**src/rtl/dbgfe_pkg.sv**
```systemverilog
// Package: shared constants for the debug register front-end.
// Assumes a 32-bit DMI data path.
package dbgfe_pkg;
    localparam int WORD_W   = 32;
    localparam int MASK_W   = 8;
    localparam int MASK_LSB = 16;
    localparam int BUSY_BIT = 12;
    localparam int ERR_W    = 3;

    localparam logic [ERR_W-1:0] ERR_NONE = 3'd0;
    localparam logic [ERR_W-1:0] ERR_BUSY = 3'd1;
    localparam logic [ERR_W-1:0] ERR_EXEC = 3'd2;

    typedef enum logic [2:0] {
        SEL_NONE,
        SEL_DATA,
        SEL_PBUF,
        SEL_CS,
        SEL_CMD
    } sel_e;
endpackage

```
**src/rtl/dbg_addr_dec.sv**
```systemverilog
// Address decoder: maps a DMI address to a register space and a word index.
// Assumes the two windows and the two single registers do not overlap.
module dbg_addr_dec
    import dbgfe_pkg::*;
#(
    parameter int              ADDR_W     = 7,
    parameter int              NDATA      = 4,
    parameter int              PBUF_WORDS = 8,
    parameter int              IDX_W      = 3,
    parameter logic [ADDR_W-1:0] DATA_BASE = 7'h04,
    parameter logic [ADDR_W-1:0] PBUF_BASE = 7'h20,
    parameter logic [ADDR_W-1:0] CS_ADDR   = 7'h16,
    parameter logic [ADDR_W-1:0] CMD_ADDR  = 7'h17
) (
    input  logic [ADDR_W-1:0] addr,
    output sel_e              sel,
    output logic [IDX_W-1:0]  idx
);
    logic [ADDR_W-1:0] data_off;
    logic [ADDR_W-1:0] pbuf_off;

    // Offsets into each window and selection of the space that was hit.
    always_comb begin
        data_off = addr - DATA_BASE;
        pbuf_off = addr - PBUF_BASE;
        sel      = SEL_NONE;
        idx      = '0;
        if (addr == CS_ADDR) begin
            sel = SEL_CS;
        end else if (addr == CMD_ADDR) begin
            sel = SEL_CMD;
        end else if (addr >= DATA_BASE && data_off < ADDR_W'(NDATA)) begin
            sel = SEL_DATA;
            idx = IDX_W'(data_off);
        end else if (addr >= PBUF_BASE && pbuf_off < ADDR_W'(PBUF_WORDS)) begin
            sel = SEL_PBUF;
            idx = IDX_W'(pbuf_off);
        end
    end
endmodule

```
**src/rtl/dbg_word_bank.sv**
```systemverilog
// Word bank: DEPTH words of 32 bits. It has one write port and one
// combinational read port. Assumes an index at or above DEPTH is guarded
// by the caller's decode; such an index reads zero here anyway.
module dbg_word_bank
    import dbgfe_pkg::*;
#(
    parameter int DEPTH = 4,
    parameter int IDX_W = 3
) (
    input  logic              clk,
    input  logic              rst_n,
    input  logic              we,
    input  logic [IDX_W-1:0]  idx,
    input  logic [WORD_W-1:0] wdata,
    output logic [WORD_W-1:0] rdata
);
    logic [WORD_W-1:0] words [DEPTH];

    for (genvar g = 0; g < DEPTH; g++) begin : g_word
        // Hold one word; clear it on reset, load it when addressed.
        always_ff @(posedge clk) begin
            if (!rst_n)
                words[g] <= '0;
            else if (we && int'(idx) == g)
                words[g] <= wdata;
        end
    end

    // Select the addressed word for reading.
    always_comb begin
        rdata = '0;
        for (int k = 0; k < DEPTH; k++)
            if (int'(idx) == k) rdata = words[k];
    end
endmodule

```
**src/rtl/dbg_cmd_ctl.sv**
```systemverilog
// Command control: holds the command word, the autoexec mask, the error
// code and the busy flag. It decides when to pulse exec_start.
// Assumes that data_acc is high only for a data index below NDATA.
module dbg_cmd_ctl
    import dbgfe_pkg::*;
#(
    parameter int IDX_W = 3
) (
    input  logic              clk,
    input  logic              rst_n,
    input  logic              cs_we,
    input  logic              cmd_we,
    input  logic [WORD_W-1:0] wdata,
    input  logic              data_acc,
    input  logic [IDX_W-1:0]  data_idx,
    input  logic              exec_done,
    input  logic              exec_err,
    output logic [WORD_W-1:0] cmd_q,
    output logic [MASK_W-1:0] mask_q,
    output logic [ERR_W-1:0]  err_q,
    output logic              busy_q,
    output logic              start_q,
    output logic              start_req
);
    logic             auto_hit;
    logic             launch;
    logic             busy_nx;
    logic [ERR_W-1:0] err_nx;

    // Find out whether this cycle asks for a command to run.
    always_comb begin
        auto_hit  = data_acc && |(mask_q & (MASK_W'(1) << data_idx));
        start_req = cmd_we || auto_hit;
    end

    // Next error and busy state, and the start decision.
    always_comb begin
        err_nx  = cs_we ? (err_q & ~wdata[ERR_W-1:0]) : err_q;
        busy_nx = busy_q;
        launch  = 1'b0;
        if (busy_q && exec_done) begin
            busy_nx = 1'b0;
            if (exec_err) err_nx = ERR_EXEC;
        end
        if (start_req && err_q == ERR_NONE) begin
            if (busy_q) begin
                err_nx = ERR_BUSY;
            end else begin
                launch  = 1'b1;
                busy_nx = 1'b1;
            end
        end
    end

    // Register the state and the one-cycle start pulse.
    always_ff @(posedge clk) begin
        if (!rst_n) begin
            cmd_q   <= '0;
            mask_q  <= '0;
            err_q   <= ERR_NONE;
            busy_q  <= 1'b0;
            start_q <= 1'b0;
        end else begin
            if (cmd_we) cmd_q <= wdata;
            if (cs_we)  mask_q <= wdata[MASK_LSB +: MASK_W];
            err_q   <= err_nx;
            busy_q  <= busy_nx;
            start_q <= launch;
        end
    end
endmodule

```
**src/rtl/dbg_regfront.sv**
```systemverilog
// Top level: the DMI register front-end. It holds the data words, the
// program buffer, the command word and the control/status word.
// Assumes one DMI access per cycle; a cycle with both strobes high is a write.
module dbg_regfront
    import dbgfe_pkg::*;
#(
    parameter int                ADDR_W     = 7,
    parameter int                NDATA      = 4,
    parameter int                PBUF_WORDS = 8,
    parameter logic [ADDR_W-1:0] DATA_BASE  = 7'h04,
    parameter logic [ADDR_W-1:0] PBUF_BASE  = 7'h20,
    parameter logic [ADDR_W-1:0] CS_ADDR    = 7'h16,
    parameter logic [ADDR_W-1:0] CMD_ADDR   = 7'h17
) (
    input  logic              clk,
    input  logic              rst_n,
    input  logic [ADDR_W-1:0] dmi_addr,
    input  logic              dmi_rd,
    input  logic              dmi_wr,
    input  logic [31:0]       dmi_wdata,
    output logic [31:0]       dmi_rdata,
    output logic              exec_start,
    output logic [31:0]       exec_cmd,
    input  logic              exec_done,
    input  logic              exec_err
);
    localparam int MAXN  = (NDATA > PBUF_WORDS) ? NDATA : PBUF_WORDS;
    localparam int IDX_W = (MAXN > 1) ? $clog2(MAXN) : 1;

    sel_e              sel;
    logic [IDX_W-1:0]  idx;
    logic [WORD_W-1:0] data_rd, pbuf_rd, cmd_q;
    logic [MASK_W-1:0] mask_q;
    logic [ERR_W-1:0]  err_q;
    logic              busy_q, start_req;
    logic              data_we, pbuf_we, cs_we, cmd_we, data_acc;
    logic [WORD_W-1:0] cs_word;

    dbg_addr_dec #(
        .ADDR_W(ADDR_W), .NDATA(NDATA), .PBUF_WORDS(PBUF_WORDS), .IDX_W(IDX_W),
        .DATA_BASE(DATA_BASE), .PBUF_BASE(PBUF_BASE),
        .CS_ADDR(CS_ADDR), .CMD_ADDR(CMD_ADDR)
    ) u_dec (
        .addr(dmi_addr), .sel(sel), .idx(idx)
    );

    // Write enables for each space, and the data-access flag for autoexec.
    always_comb begin
        data_we  = dmi_wr && sel == SEL_DATA;
        pbuf_we  = dmi_wr && sel == SEL_PBUF;
        cs_we    = dmi_wr && sel == SEL_CS;
        cmd_we   = dmi_wr && sel == SEL_CMD;
        data_acc = (dmi_wr || dmi_rd) && sel == SEL_DATA;
    end

    dbg_word_bank #(.DEPTH(NDATA), .IDX_W(IDX_W)) u_data (
        .clk(clk), .rst_n(rst_n), .we(data_we), .idx(idx),
        .wdata(dmi_wdata), .rdata(data_rd)
    );

    dbg_word_bank #(.DEPTH(PBUF_WORDS), .IDX_W(IDX_W)) u_pbuf (
        .clk(clk), .rst_n(rst_n), .we(pbuf_we), .idx(idx),
        .wdata(dmi_wdata), .rdata(pbuf_rd)
    );

    dbg_cmd_ctl #(.IDX_W(IDX_W)) u_ctl (
        .clk(clk), .rst_n(rst_n), .cs_we(cs_we), .cmd_we(cmd_we),
        .wdata(dmi_wdata), .data_acc(data_acc), .data_idx(idx),
        .exec_done(exec_done), .exec_err(exec_err),
        .cmd_q(cmd_q), .mask_q(mask_q), .err_q(err_q), .busy_q(busy_q),
        .start_q(exec_start), .start_req(start_req)
    );

    // Assemble the control/status word and drive the read mux.
    always_comb begin
        cs_word                       = '0;
        cs_word[MASK_LSB +: MASK_W]   = mask_q;
        cs_word[BUSY_BIT]             = busy_q;
        cs_word[ERR_W-1:0]            = err_q;
        dmi_rdata = '0;
        if (dmi_rd) begin
            unique case (sel)
                SEL_DATA: dmi_rdata = data_rd;
                SEL_PBUF: dmi_rdata = pbuf_rd;
                SEL_CS:   dmi_rdata = cs_word;
                SEL_CMD:  dmi_rdata = cmd_q;
                default:  dmi_rdata = '0;
            endcase
        end
    end

    assign exec_cmd = cmd_q;
endmodule

```
**config.mk**
```make
export PLATFORM = sky130hd
export DESIGN_NAME = dbg_regfront
export DESIGN_NICKNAME = d
export VERILOG_FILES = /design/src/rtl/dbgfe_pkg.sv /design/src/rtl/dbg_addr_dec.sv /design/src/rtl/dbg_word_bank.sv /design/src/rtl/dbg_cmd_ctl.sv /design/src/rtl/dbg_regfront.sv
export SDC_FILE = /design/constraint.sdc
export NUM_CORES = 1
export LEC_CHECK = 0
export CAP_MARGIN = 20
export CORE_MARGIN = 2
export CORE_UTILIZATION = 30
export CTS_CLUSTER_DIAMETER = 60
export DETAILED_ROUTE_END_ITERATION = 8
export SLEW_MARGIN = 20
export SYNTH_ARGS = -nofsm -noshare
export SYNTH_HDL_FRONTEND = slang
export SYNTH_HIERARCHICAL = 1
export SYNTH_SLANG_ARGS = --single-unit
export TNS_END_PERCENT = 5
```
**constraint.sdc**
```tcl
create_clock -name clk -period 5.2 [get_ports clk]
set_input_delay 0.78 -clock clk [delete_from_list [all_inputs] [get_ports clk]]
set_output_delay 0.78 -clock clk [all_outputs]
set_load 0.1 [all_outputs]
```
# Word-level counts from Yosys, hierarchy flattened
# Memories as Yosys holds them, arrays and structs flattened.
# Index checks and enable logic that the tools add are counted.
# word_totals
out_inout_bits	65
ff_bits	45
wordCells	150
ramBits	384
in_bits	45
memories	2
# mem_list
memory	words	word_bits	rd	rd_clocked_by_memory_dff	wr	line	text
u_pbuf.words	8	32	8	0	8	dbg_word_bank.sv:17	logic [WORD_W-1:0] words [DEPTH];
u_data.words	4	32	4	0	4	dbg_word_bank.sv:17	
# classes
n_shift	1
n_eq_ne	13
add_sub_neg	2
mux	80
n_bitwise	15
n_reduce_logical	28
magnitude_cmp	4
# op_table
operator	count
$mux 32	25
$pmux 32 s4	1
$mux 1	41
$mux 3	12
$logic_and 1x1->1	22
$eq 3x3->1 const B	5
$eq 7x5->1 const B	2
$eq 3x2->1 const B	4
$or 1x1->1	12
$and 8x8->8	1
$reduce_or 8->1	1
$shl 1x3->8 const A	1
$ge 7x3->1 const B	1
$ge 7x6->1 const B	1
$lt 7x3->1 const B	1
$lt 7x4->1 const B	1
$sub 7x3->7 const B	1
$sub 7x6->7 const B	1
$eq 3x1->1 const B	2
$logic_not 3->1	2
$and 3x3->3	1
$not 3->3	1
$logic_or 1x1->1	2
$mux 2	1
$reduce_and 2->1	1

# Logic depth before layout (Yosys ltp)
# logic_depth
ltp_word	18
depth_mapped	14
ltp_nobuf	11

# By module
# Netlist, hierarchy kept.
# modules_own_cells
mod	cells_each	seq_area_each_um2	n_inst	area_per_inst_um2
dbg_word_bank at u_pbuf	896	7687.4	1	12495.7
dbg_word_bank at u_data	437	3843.7	1	5938.2
dbg_cmd_ctl	164	900.9	1	1706.6
dbg_regfront	147	0.0	1	912.1
dbg_addr_dec	18	0.0	1	142.6

# Least setup slack after synthesis
# OpenSTA, ideal clock, no wires.
# synth_path
path_kind	input port to flip-flop
startpoint	in dmi_addr[5]
endpoint	mem u_pbuf.words[4][0], in the netlist u_pbuf/words[1][0], enable pin
path_buffers	1
setup_slack_ns	-0.110
required_time_ns	4.730
arrival_time_ns	4.840
path_stages	8
setup_ns	0.470
cell_sequence	nor2_1 -> nand4_1 -> o21bai_1 -> nor3b_2 -> buf_2 -> and2_1 -> nand2_1 -> o31ai_1
# synth_rtl
element	line	text
start, declared	dbg_regfront.sv:17	input logic [ADDR_W-1:0] dmi_addr,
end, declared	dbg_word_bank.sv:17	

# Worst setup path in the final report
# layout_path
startpoint	in dmi_addr[3]
endpoint	out dmi_rdata[23]
# layout_between
elab_cells_between_ends	44
classes_between	add/sub: 2; order compare: 4; eq/ne: 13; mux: 22; reduce/logical: 3
# layout_rtl
element	line	text
$sub 7x6->7	dbg_addr_dec.sv:25	pbuf_off = addr - PBUF_BASE;
$lt 7x4->1	dbg_addr_dec.sv:35	end else if (addr >= PBUF_BASE && pbuf_off < ADDR_W'(PBUF_WORDS)) begin
$logic_and 1x1->1	dbg_addr_dec.sv:35	
$mux 3	dbg_addr_dec.sv:35	
$mux 3	dbg_addr_dec.sv:32	end else if (addr >= DATA_BASE && data_off < ADDR_W'(NDATA)) begin
$mux 3	dbg_addr_dec.sv:30	end else if (addr == CMD_ADDR) begin
$mux 3 *	dbg_addr_dec.sv:28	if (addr == CS_ADDR) begin
via idx[0]	dbg_regfront.sv:31	logic [IDX_W-1:0] idx;
$logic_not 3->1	dbg_word_bank.sv:33	if (int'(idx) == k) rdata = words[k];
$mux 32 (3 in series)	dbg_word_bank.sv:33	
$mux 32 *	dbg_word_bank.sv:33	
via data_rd[23]	dbg_regfront.sv:32	logic [WORD_W-1:0] data_rd, pbuf_rd, cmd_q;
$pmux 32 s4 *	dbg_regfront.sv:82	unique case (sel)
$mux 32 *	dbg_regfront.sv:81	if (dmi_rd) begin
end, declared	dbg_regfront.sv:21	output logic [31:0] dmi_rdata,
# Mark *: on every way through the listed nets, which the timed path passes. The rest lies on a longest branch.

==> impl_summary.log <==
INFO  metric share_of_final_layout_standard_cells_stronger_than_drive_strength_1 = around 20%
INFO  metric setup.reg_to_reg.worst_slack = 3.40 ns
INFO  metric totalPowerFinal = 7.68 mW
INFO  metric number_of_antenna_violations_at_the_first_check_in_global_routing = 1
INFO  metric cp.arrival = 4.28 ns
INFO  metric fillCellCount = roughly 6700
INFO  metric finalNetCount = between 1500 and 2000
INFO  metric clock_sink_count = 429
INFO  metric layout-area-overhead-vs-synth = 22.4%
INFO  metric power.share.clock = 40.9%
INFO  metric routed_via_density = 5.19
INFO  metric critPathBufInv = 7
INFO  metric p_per_area = 296 nW/um^2
INFO  metric grt_remaining_overflow = 0
INFO  metric period_needed = 5.06 ns
INFO  metric tightestPinTransition = 1.07 ns
INFO  metric crit_fanout = 48
INFO  metric overall_die_area = a little over 70000 um^2
INFO  metric intPower = 5.94 mW
INFO  metric clock_tree_skew_after_final_layout = between 0.002 and 0.0025 ns
INFO  metric most_heavily_used_metal_layer_in_global_routing = met2
INFO  metric combinationalPowerShare = 7.5%
INFO  metric clockBufferDepth = 3
INFO  metric fin_cells = 2769
INFO  metric sequential_power_share = 51.6%
INFO  metric max_slew_violation_total_from_the_final_report = 0
INFO  metric timing.max_cap.violations = 0
INFO  metric global_route.usage.met2 = 27.8%
INFO  metric critical_path.most_common_cell = sky130_fd_sc_hd__buf_12
INFO  metric start_util = slightly above 30%
INFO  metric postSynthCellCount = 1661
INFO  metric firstDrtPassIters = 5
INFO  metric finalWeightedCongestion = 0.792
INFO  metric peakVddDrop = ~0.00018 V
INFO  metric die_x = 270 um
INFO  metric groute.layer.met1.usage = 21.8%
INFO  metric first_iter_violations = roughly 1300
INFO  metric syn-mean-instance-area = 12.8 um^2
INFO  metric rr_startpoint = u_ctl/mask_q[7]$_SDFFE_PN0P_
INFO  metric holdPathStages = 2
INFO  metric run_status = completed
INFO  metric layout_worst_path_cycle_share = 97.2%
INFO  metric setup.worst_path.end_class = output port
INFO  metric cp_top_family = buffers and inverters
INFO  metric finalSetupTns = 0 ns
INFO  metric grt_start_max_net_pins = 60
INFO  metric clkLatencyLatePin = 0.55 ns
INFO  metric floorplan.core_area = 70000 um^2
INFO  metric postRouteWirelength = 61.9 mm
INFO  metric cts-hold-fix-buffers = 0
INFO  metric tritoncts_clock_tree = done
INFO  metric antenna_left = 0
INFO  metric syn_nets = 1708
INFO  metric number_of_global_route_vias_before_repair = 14500
INFO  metric total_drc_errors_in_the_routed_layout = 0
INFO  metric worst_r2r_endpoint = u_ctl/start_q$_SDFF_PN0_
INFO  metric yosysWarnings = 6
INFO  metric worst_hold_slack = 0.527 ns
INFO  metric critPathRequiredTime = 4.42 ns
INFO  metric crit_slowest_cell = sky130_fd_sc_hd__clkdlybuf4s50_1
INFO  metric grt_first_pass_wirelength = between 90 and 100 mm
INFO  metric numPlacedInstances = 2688
INFO  metric post-route-worst-setup-slack = 0.144 ns
INFO  metric placed_wire_length_estimate_after_detailed_placement = 40.4 mm
INFO  metric post_syn_area = 21200 um^2
INFO  metric dpl_worst_slack = -0.00285 ns
INFO  metric hold_path.class = reg2reg
INFO  metric critical_path_start_type = primary input
INFO  metric max_freq = 198 MHz
INFO  metric clk_pin_slew_worst_paths = about 0.06 ns
INFO  metric worstHoldEndpoint = u_ctl/cmd_q[10]$_SDFFE_PN0P_
INFO  metric cts_htree_levels = 2
INFO  metric worst_r2r_path_depth = 4
INFO  metric worst-setup-path-type = in2out
INFO  metric grtUsageMet3 = 2.75%
INFO  metric hold_path.startpoint = u_ctl/cmd_q[10]$_SDFFE_PN0P_
INFO  metric path_cells = clkdlybuf4s50_1 > inv_1 > ha_1 > xnor2_1 > a41oi_2 > nor3b_2 > buf_12 > buf_12 > buf_4 > nand2b_4 > buf_4 > o22ai_1 > a22oi_1 > a21oi_1 > buf_12
INFO  metric p_sw = 1.73 mW
INFO  metric timing.slew.headroom = roughly 28%
INFO  metric globalRouteTotalUtil = around 17%
INFO  metric master_cell_of_the_clock_root_buffer = sky130_fd_sc_hd__clkbuf_16
INFO  metric timing_hold_violations_final = 0
INFO  metric power.share.switching = 22.6%
INFO  metric top_level_ports = 110
INFO  metric io_buffers = 109
INFO  metric finalSetupViolations = 0
INFO  metric num_rows = 97
INFO  metric chipHeight = between 200 and 300 um
INFO  metric wl_per_cell = around 22 um
INFO  metric cts_made_buffers = between 40 and 50
INFO  metric timing.critical_path.slowest_cell_delay = 0.49 ns
INFO  metric route.vias.total = 14400
INFO  metric power.static_leakage = about 8.4 nW
-- flip-flops by register name, indices dropped and copies added (netlist names) --
name           flops
u_pbuf/words     256
u_data/words     128
u_ctl/start_q      1
u_ctl/mask_q       8
u_ctl/busy_q       1
u_ctl/err_q        3
u_ctl/cmd_q       32
-- worst reg2reg max path, cell delays in order (launching register included) --
cell and delay [ns]:
sky130_fd_sc_hd__dfxtp_1 0.38, sky130_fd_sc_hd__mux2_2 0.18, sky130_fd_sc_hd__o221a_2 0.26, sky130_fd_sc_hd__a21oi_1 0.09
sky130_fd_sc_hd__nor4b_1 0.70
-- timing repair --
action	in CTS	in global routing
buffers inserted	0	1
resized for setup	1	9
setup endpoints to repair	1	31
pin swaps	0	2
-- layer usage --
metal | share of wire, % | up-vias
li1 | - | 6467
met1 | 43 | 7247
met2 | 48 | 539
met3 | 6.1 | 109
met4 | 2.8 | 0
met5 | 0 | -
-- through the flow --
stage / utilization [%] / area [um^2]
3_3_place_gp: 34.9 / 24400
6_report: 37.0 / 25900
3_5_place_dp: 34.9 / 24400
5_1_grt: 37.0 / 25900
2_1_floorplan: - / 21200
4_1_cts: 36.9 / 25900
-- cell type report --
cell class | instances | area, um^2 | share of cell area [%]
diodes | 1 | 2.50 | 0.00965
clock inverters | 18 | 155 | 0.598
multi-input cells | 1052 | 8110 | 31.3
clock buffers | 61 | 1260 | 4.84
well taps | 940 | 1180 | 4.54
repair buffers | 228 | 2650 | 10.2
flip-flops and latches | 429 | 12400 | 47.9
inverters | 40 | 150 | 0.579
-- worst max-delay path by stage --
stage                      startpoint                               end  cells after the start  slack, ns
final                     dmi_addr[3]                     dmi_rdata[23]                     15       0.14
after global routing      dmi_addr[3]                     dmi_rdata[17]                     16      -0.02
after CTS                 dmi_addr[3]                     dmi_rdata[17]                     16      0.003
after detailed placement  dmi_addr[3]                     dmi_rdata[17]                     14     -0.003
after global placement    dmi_addr[2]                     dmi_rdata[21]                     16       0.05
after floorplan           dmi_addr[2]  u_data/words[2][0]$_SDFFCE_PN0P_                     10      -0.10
-- cells in the final DEF, fill, tap and decap left out, types with 39 or more instances in the layout --
cell and instances:
sky130_fd_sc_hd__clkbuf_16 45, sky130_fd_sc_hd__and2_1 278, sky130_fd_sc_hd__buf_12 58, sky130_fd_sc_hd__dfxtp_1 45
sky130_fd_sc_hd__inv_1 39, sky130_fd_sc_hd__edfxtp_1 384, sky130_fd_sc_hd__clkdlybuf4s50_1 77, sky130_fd_sc_hd__nor3_1 99
sky130_fd_sc_hd__a21oi_1 62, sky130_fd_sc_hd__buf_4 91, sky130_fd_sc_hd__mux2i_1 139, sky130_fd_sc_hd__nor2_1 73
-- power by group through the flow --
stage | logic, mW | clock network (mW) | registers [mW]
floorplan | 0.299 | 0 | 4.03
global placement | 0.566 | 0 | 4.03
detailed placement | 0.572 | 0 | 4.03
CTS | 0.574 | 3.19 | 3.96
global route | 0.617 | 3.32 | 3.97
finish | 0.579 | 3.14 | 3.96
(Power assumes the default switching activity.)
